==> src/rtl/pdma_pkg.sv <==
package pdma_pkg;
    localparam int ADDR_W = 32;
    localparam int CNT_W  = 16;
    localparam int DATA_W = 32;
    localparam int OFF_W  = 4;
    localparam int STEP_W = 3;

    // control word bit positions
    localparam int CTL_CONT  = 0;
    localparam int CTL_WLO   = 1;
    localparam int CTL_GO    = 4;
    localparam int CTL_CLR   = 5;

    // word index of each register (byte offset >> 2)
    localparam logic [1:0] IDX_BASE  = 2'd0;
    localparam logic [1:0] IDX_COUNT = 2'd1;
    localparam logic [1:0] IDX_CTL   = 2'd2;

    typedef enum logic [1:0] {
        W_BYTE = 2'd0,
        W_HALF = 2'd1,
        W_WORD = 2'd2,
        W_WALT = 2'd3
    } width_e;

    typedef struct packed {
        logic [ADDR_W-1:0] addr;
        logic [CNT_W-1:0]  left;
        width_e            width;
    } xfer_t;

    function automatic logic [STEP_W-1:0] step_of(width_e w);
        case (w)
            W_BYTE:  return STEP_W'(1);
            W_HALF:  return STEP_W'(2);
            default: return STEP_W'(4);
        endcase
    endfunction
endpackage

==> src/rtl/pdma_regs.sv <==
module pdma_regs
    import pdma_pkg::*;
(
    input  logic              clk,
    input  logic              rst,
    input  logic              wr_i,
    input  logic [OFF_W-1:0]  off_i,
    input  logic [DATA_W-1:0] wdata_i,
    output xfer_t             prog_o,
    output logic              cont_o,
    output logic              start_o,
    output logic              clear_o
);
    logic [ADDR_W-1:0] base_q;
    logic [CNT_W-1:0]  count_q;
    width_e            width_q;
    logic              cont_q;
    logic              ctl_wr;

    assign ctl_wr = wr_i && (off_i[OFF_W-1:2] == IDX_CTL);

    always_ff @(posedge clk) begin
        if (rst) begin
            base_q  <= '0;
            count_q <= '0;
            width_q <= W_BYTE;
            cont_q  <= 1'b0;
        end else if (wr_i) begin
            case (off_i[OFF_W-1:2])
                IDX_BASE:  base_q  <= wdata_i[ADDR_W-1:0];
                IDX_COUNT: count_q <= wdata_i[CNT_W-1:0];
                IDX_CTL: begin
                    width_q <= width_e'(wdata_i[CTL_WLO+1:CTL_WLO]);
                    cont_q  <= wdata_i[CTL_CONT];
                end
                default: ;
            endcase
        end
    end

    always_comb begin
        prog_o.addr  = base_q;
        prog_o.left  = count_q;
        prog_o.width = ctl_wr ? width_e'(wdata_i[CTL_WLO+1:CTL_WLO]) : width_q;
    end

    assign cont_o  = cont_q;
    assign clear_o = ctl_wr && wdata_i[CTL_CLR];
    assign start_o = ctl_wr && wdata_i[CTL_GO] && !wdata_i[CTL_CLR];
endmodule

==> src/rtl/pdma_engine.sv <==
module pdma_engine
    import pdma_pkg::*;
(
    input  logic              clk,
    input  logic              rst,
    input  logic              start_i,
    input  logic              clear_i,
    input  xfer_t             prog_i,
    input  logic              cont_i,
    input  logic              beat_ack_i,
    output logic              busy_o,
    output xfer_t             cur_o,
    output logic              held_o,
    output logic              done_o,
    output logic [STEP_W-1:0] step_o
);
    xfer_t cur_q, cur_n, slot_q, slot_n;
    logic  busy_q, busy_n, held_q, held_n, done_q, done_n;
    logic  fire, last;
    logic [STEP_W-1:0] step;

    assign step = step_of(cur_q.width);
    assign fire = busy_q && beat_ack_i;
    assign last = fire && (cur_q.left <= CNT_W'(step));

    always_comb begin
        cur_n  = cur_q;
        slot_n = slot_q;
        busy_n = busy_q;
        held_n = held_q;
        done_n = 1'b0;
        if (fire) begin
            cur_n.addr = cur_q.addr + ADDR_W'(step);
            cur_n.left = last ? '0 : cur_q.left - CNT_W'(step);
            if (last) begin
                done_n = 1'b1;
                if (held_q) begin
                    cur_n  = slot_q;
                    held_n = 1'b0;
                end else if (cont_i && prog_i.left != '0) begin
                    cur_n = prog_i;
                end else begin
                    busy_n = 1'b0;
                end
            end
        end
        if (start_i) begin
            if (!busy_n) begin
                if (prog_i.left == '0) begin
                    done_n = 1'b1;
                end else begin
                    cur_n  = prog_i;
                    busy_n = 1'b1;
                end
            end else if (!held_n && prog_i.left != '0) begin
                slot_n = prog_i;
                held_n = 1'b1;
            end
        end
        if (clear_i) begin
            busy_n     = 1'b0;
            held_n     = 1'b0;
            done_n     = 1'b0;
            cur_n.left = '0;
        end
    end

    always_ff @(posedge clk) begin
        if (rst) begin
            cur_q  <= '0;
            slot_q <= '0;
            busy_q <= 1'b0;
            held_q <= 1'b0;
            done_q <= 1'b0;
        end else begin
            cur_q  <= cur_n;
            slot_q <= slot_n;
            busy_q <= busy_n;
            held_q <= held_n;
            done_q <= done_n;
        end
    end

    assign busy_o = busy_q;
    assign cur_o  = cur_q;
    assign held_o = held_q;
    assign done_o = done_q;
    assign step_o = step;
endmodule

==> src/rtl/pdma_lane.sv <==
module pdma_lane
    import pdma_pkg::*;
(
    input  logic              clk,
    input  logic              rst,
    input  logic              reg_wr,
    input  logic [OFF_W-1:0]  reg_addr,
    input  logic [DATA_W-1:0] reg_wdata,
    input  logic [OFF_W-1:0]  rd_addr,
    output logic [DATA_W-1:0] rd_data,
    output logic              beat_req,
    input  logic              beat_ack,
    output logic [ADDR_W-1:0] mem_addr,
    output logic [1:0]        beat_width,
    output logic              done
);
    xfer_t             prog, cur;
    logic              cont, start_p, clear_p, busy, held;
    logic [STEP_W-1:0] step;
    logic [CNT_W-1:0]  cur_left;
    logic [1:0]        cfg_width;

    pdma_regs u_regs (
        .clk(clk), .rst(rst), .wr_i(reg_wr), .off_i(reg_addr), .wdata_i(reg_wdata),
        .prog_o(prog), .cont_o(cont), .start_o(start_p), .clear_o(clear_p)
    );

    pdma_engine u_eng (
        .clk(clk), .rst(rst), .start_i(start_p), .clear_i(clear_p), .prog_i(prog),
        .cont_i(cont), .beat_ack_i(beat_ack), .busy_o(busy), .cur_o(cur),
        .held_o(held), .done_o(done), .step_o(step)
    );

    assign cur_left   = cur.left;
    assign beat_req   = busy;
    assign mem_addr   = cur.addr;
    assign beat_width = cur.width;
    assign cfg_width  = prog.width;

    always_comb begin
        rd_data = '0;
        case (rd_addr[OFF_W-1:2])
            IDX_BASE:  rd_data = DATA_W'(cur.addr);
            IDX_COUNT: rd_data = DATA_W'(cur.left);
            IDX_CTL: begin
                rd_data[CTL_CONT]              = cont;
                rd_data[CTL_WLO+1:CTL_WLO]     = cfg_width;
                rd_data[CTL_GO]                = busy;
                rd_data[CTL_CLR]               = held;
            end
            default: rd_data = '0;
        endcase
    end
endmodule

==> config.mk <==
export PLATFORM = sky130hd
export DESIGN_NAME = pdma_lane
export DESIGN_NICKNAME = d
export VERILOG_FILES = /design/src/rtl/pdma_pkg.sv /design/src/rtl/pdma_regs.sv /design/src/rtl/pdma_engine.sv /design/src/rtl/pdma_lane.sv
export SDC_FILE = /design/constraint.sdc
export NUM_CORES = 1
export LEC_CHECK = 0
export BUFFER_PORTS_ARGS = -buffer_cell sky130_fd_sc_hd__clkbuf_2
export CAP_MARGIN = 20
export CELL_PAD_IN_SITES_DETAIL_PLACEMENT = 0
export CELL_PAD_IN_SITES_GLOBAL_PLACEMENT = 1
export CORE_UTILIZATION = 25
export DETAILED_ROUTE_END_ITERATION = 8
export MAX_ROUTING_LAYER = met4
export PLACE_DENSITY = 0.51
export SETUP_SLACK_MARGIN = 0.15
export SLEW_MARGIN = 15
export SYNTH_ARGS = -nofsm -noshare
export SYNTH_HDL_FRONTEND = slang
export SYNTH_SLANG_ARGS = --single-unit
==> constraint.sdc <==
create_clock -name clk -period 4.5 [get_ports clk]
set_clock_uncertainty 0.1 [all_clocks]
set_input_delay 0.9 -clock clk [delete_from_list [all_inputs] [get_ports clk]]
set_output_delay 0.9 -clock clk [all_outputs]
set_load 0.02 [all_outputs]
==> results.cfg <==
[outcome]
status = finished, final reports clean

[grt]
use_met2 = 0.2682
met1_usage = 0.2773
grt.busiest_layer = met1
grt_first_pass_wirelength_mm = 44.58
first_global_vias = 6865
globalRouteMet3Util = 0.02688
grt_overflow_total = 0
grt_max_degree = 45
grt_antenna_before_repair = 0
grt_use_total = 0.1882

[routing]
dr.pass1.iters = 5
wire_per_inst_um = 20.37
drc = 0
via_per_inst = 5.045
via_count = 7321
wl_mm = 29.56
dr.first_iter.drc_count = 497
drtAntennaViolNets = 0

[power_and_ir_drop]
leakage_uw = 0.003434
power_density_nw_per_um2 = 335.2
ir_drop_v = 0.0002284

[floorplanning]
die-area_um2 = 32460
die_y_um = 180.2
die_width_um = 180.2
num_io_pins = 112
rows = 64
coreArea_um2 = 30910
start_util = 0.2567

[timing]
finalSetupViolations = 0
hold_viol = 0
drv_slew = 0
tightest_slew_ns = 0.9126
hold_ws_ns = 0.3759
fmax_mhz = 283.5
tns_ns = 0
maxSlewHeadroom = 0.3894
rsz0062_at_grt = false
period_minus_slack_ns = 3.527
min_period_over_period = 0.7837

[worst_setup_path]
reg2reg_depth = 11
crit_path_max_fanout = 16
worst_ep_required_time_ns = 4.72
critPathCaptureType = flip-flop
critPathArrivalTime_ns = 3.75
crit_type = reg -> reg
start_kind = flip-flop
r2r_slack_ns = 0.97

[finish]
final.fill_count = 3420
multiInputGateArea_um2 = 4233
antennaDiodeCount = 0
syn_to_final_growth_pct = 15.78
instances_no_fill = 1451
final_nets = 1094
regArea_um2 = 3083
drive_gt1_frac = 0.1697
final_cell_mix = 164 x nand2_1, 154 x dfxtp_1, 106 x clkbuf_2, 100 x nor2_1, 87 x a21oi_1
final_common_cell = nand2_1

[placement]
hpwl_mm = 21.68
io_buffers = 107
dp_cells = 1419
place_congestion = 0.8021

[synth]
syn_area_um2 = 7935
synth_nets = 1038
avgSynthCellArea_um2 = 8.048
yosysWarningCount = 0
ys_seq_area_frac = 0.3885
ys.flop_type = dfxtp_1
netlist_instances = 986
synth.distinct_cells = 64
synth_edf_count = 0
async_reset_ff_frac = 0
synth_seq_cells = 154

[clock_network]
clkTransAtPathRegs_ns = 0.07
cts_tree = yes
cts-hold-fix-buffers = 0
htree_levels = 4
cts.path.max_buffers = 2
clk_latency_ns = 0.43
cts_root_buf = clkbuf_16
post-cts-setup-buffers = 0
ctsResizeCount = 0
cts_made_buffers = 17
cts_sinks = 154

[worst_hold_path]
min_path_cells = 1
hold_path_class = reg -> reg

[run]
drv_cap = 0
-- final cells by class --
class / count / share of cell area
Tap cell: 396 / 0.05393
Inverter: 13 / 0.005311
Multi-Input combinational cell: 724 / 0.4607
Timing Repair Buffer: 132 / 0.08076
Clock inverter: 12 / 0.01512
Sequential cell: 154 / 0.3356
Clock buffer: 20 / 0.04862
-- critical path, cell delays in order, from the launching register on --
cell,delay [ns]
dfxtp_1,0.37
nor2_1,0.22
ha_1,0.22
fa_1,0.22
nor2b_1,0.07
o21ai_1,0.42
and3_1,0.68
and2_1,0.36
nor3_2,0.14
buf_6,0.19
and3_1,0.16
a211o_1,0.26
-- Yosys cell counts (13+ instances only) --
library cell | number | area share
inv_1 | 13 | 0.0061
clkbuf_1 | 44 | 0.021
and2_1 | 18 | 0.014
mux2i_1 | 66 | 0.083
nor2_1 | 100 | 0.047
nand2_1 | 164 | 0.078
nand4_1 | 13 | 0.010
nand3_1 | 31 | 0.020
o21ai_0 | 55 | 0.035
a22oi_1 | 14 | 0.013
dfxtp_1 | 154 | 0.39
nor3_1 | 14 | 0.0088
buf_4 | 35 | 0.033
a21oi_1 | 87 | 0.055
-- per-layer routing --
metal | part of all wire | wire length (um)
met4 | 0.0070 | 206
met5 | 0 | 0
met3 | 0.045 | 1323
met1 | 0.53 | 15540
met2 | 0.42 | 12480
-- sequential cells by signal, indices dropped and copies added, names as in the netlist --
register,flops
u_regs.base_q,32
u_eng.held_o,1
u_eng.done_o,1
u_regs.width_q,2
u_eng.slot_q,50
u_regs.count_q,16
u_regs.cont_o,1
u_eng.busy_o,1
u_eng.cur_o,50
-- logic make-up after synthesis --
| group | after synthesis | share of synthesized area |
|---|---|---|
| buffers and inverters | 108 | 0.07947 |
| adders and majority gates | 8 | 0.01451 |
| AOI/OAI and AO/OA | 235 | 0.1823 |
| and+or+nand+nor | 402 | 0.2376 |
| muxes | 66 | 0.08325 |
| DFF | 154 | 0.3885 |
| xor gates and xnor gates | 13 | 0.01435 |
-- final timing paths --
check,startpoint,endpoint
min,u_eng.slot_q[37],u_eng.cur_o[37]
max,u_eng.cur_o[1],u_eng.cur_o[29]
max reg2reg,u_eng.cur_o[1],u_eng.cur_o[29]
min reg2reg,u_eng.slot_q[37],u_eng.cur_o[37]
-- per-stage QoR --
step / util / setup WS [ns] / cell area, um2 / power, uW
after detailed placement: 0.2783 / 0.9616 / 8602 / 1649
after global routing: 0.2972 / 0.7027 / 9188 / 3203
after global placement: 0.2779 / 0.7745 / 8591 / 1647
after CTS: 0.2972 / 0.9456 / 9188 / 3119
after floorplan: - / 1.458 / 7935 / 1552
final: 0.2972 / 0.9732 / 9188 / 3079
-- report_power, final --
group	internal [uW]	switching, uW
clock	839	624
sequential	1380	33.6
combinational	67.2	134
Note: power is estimated with default switching activity, not from simulation.
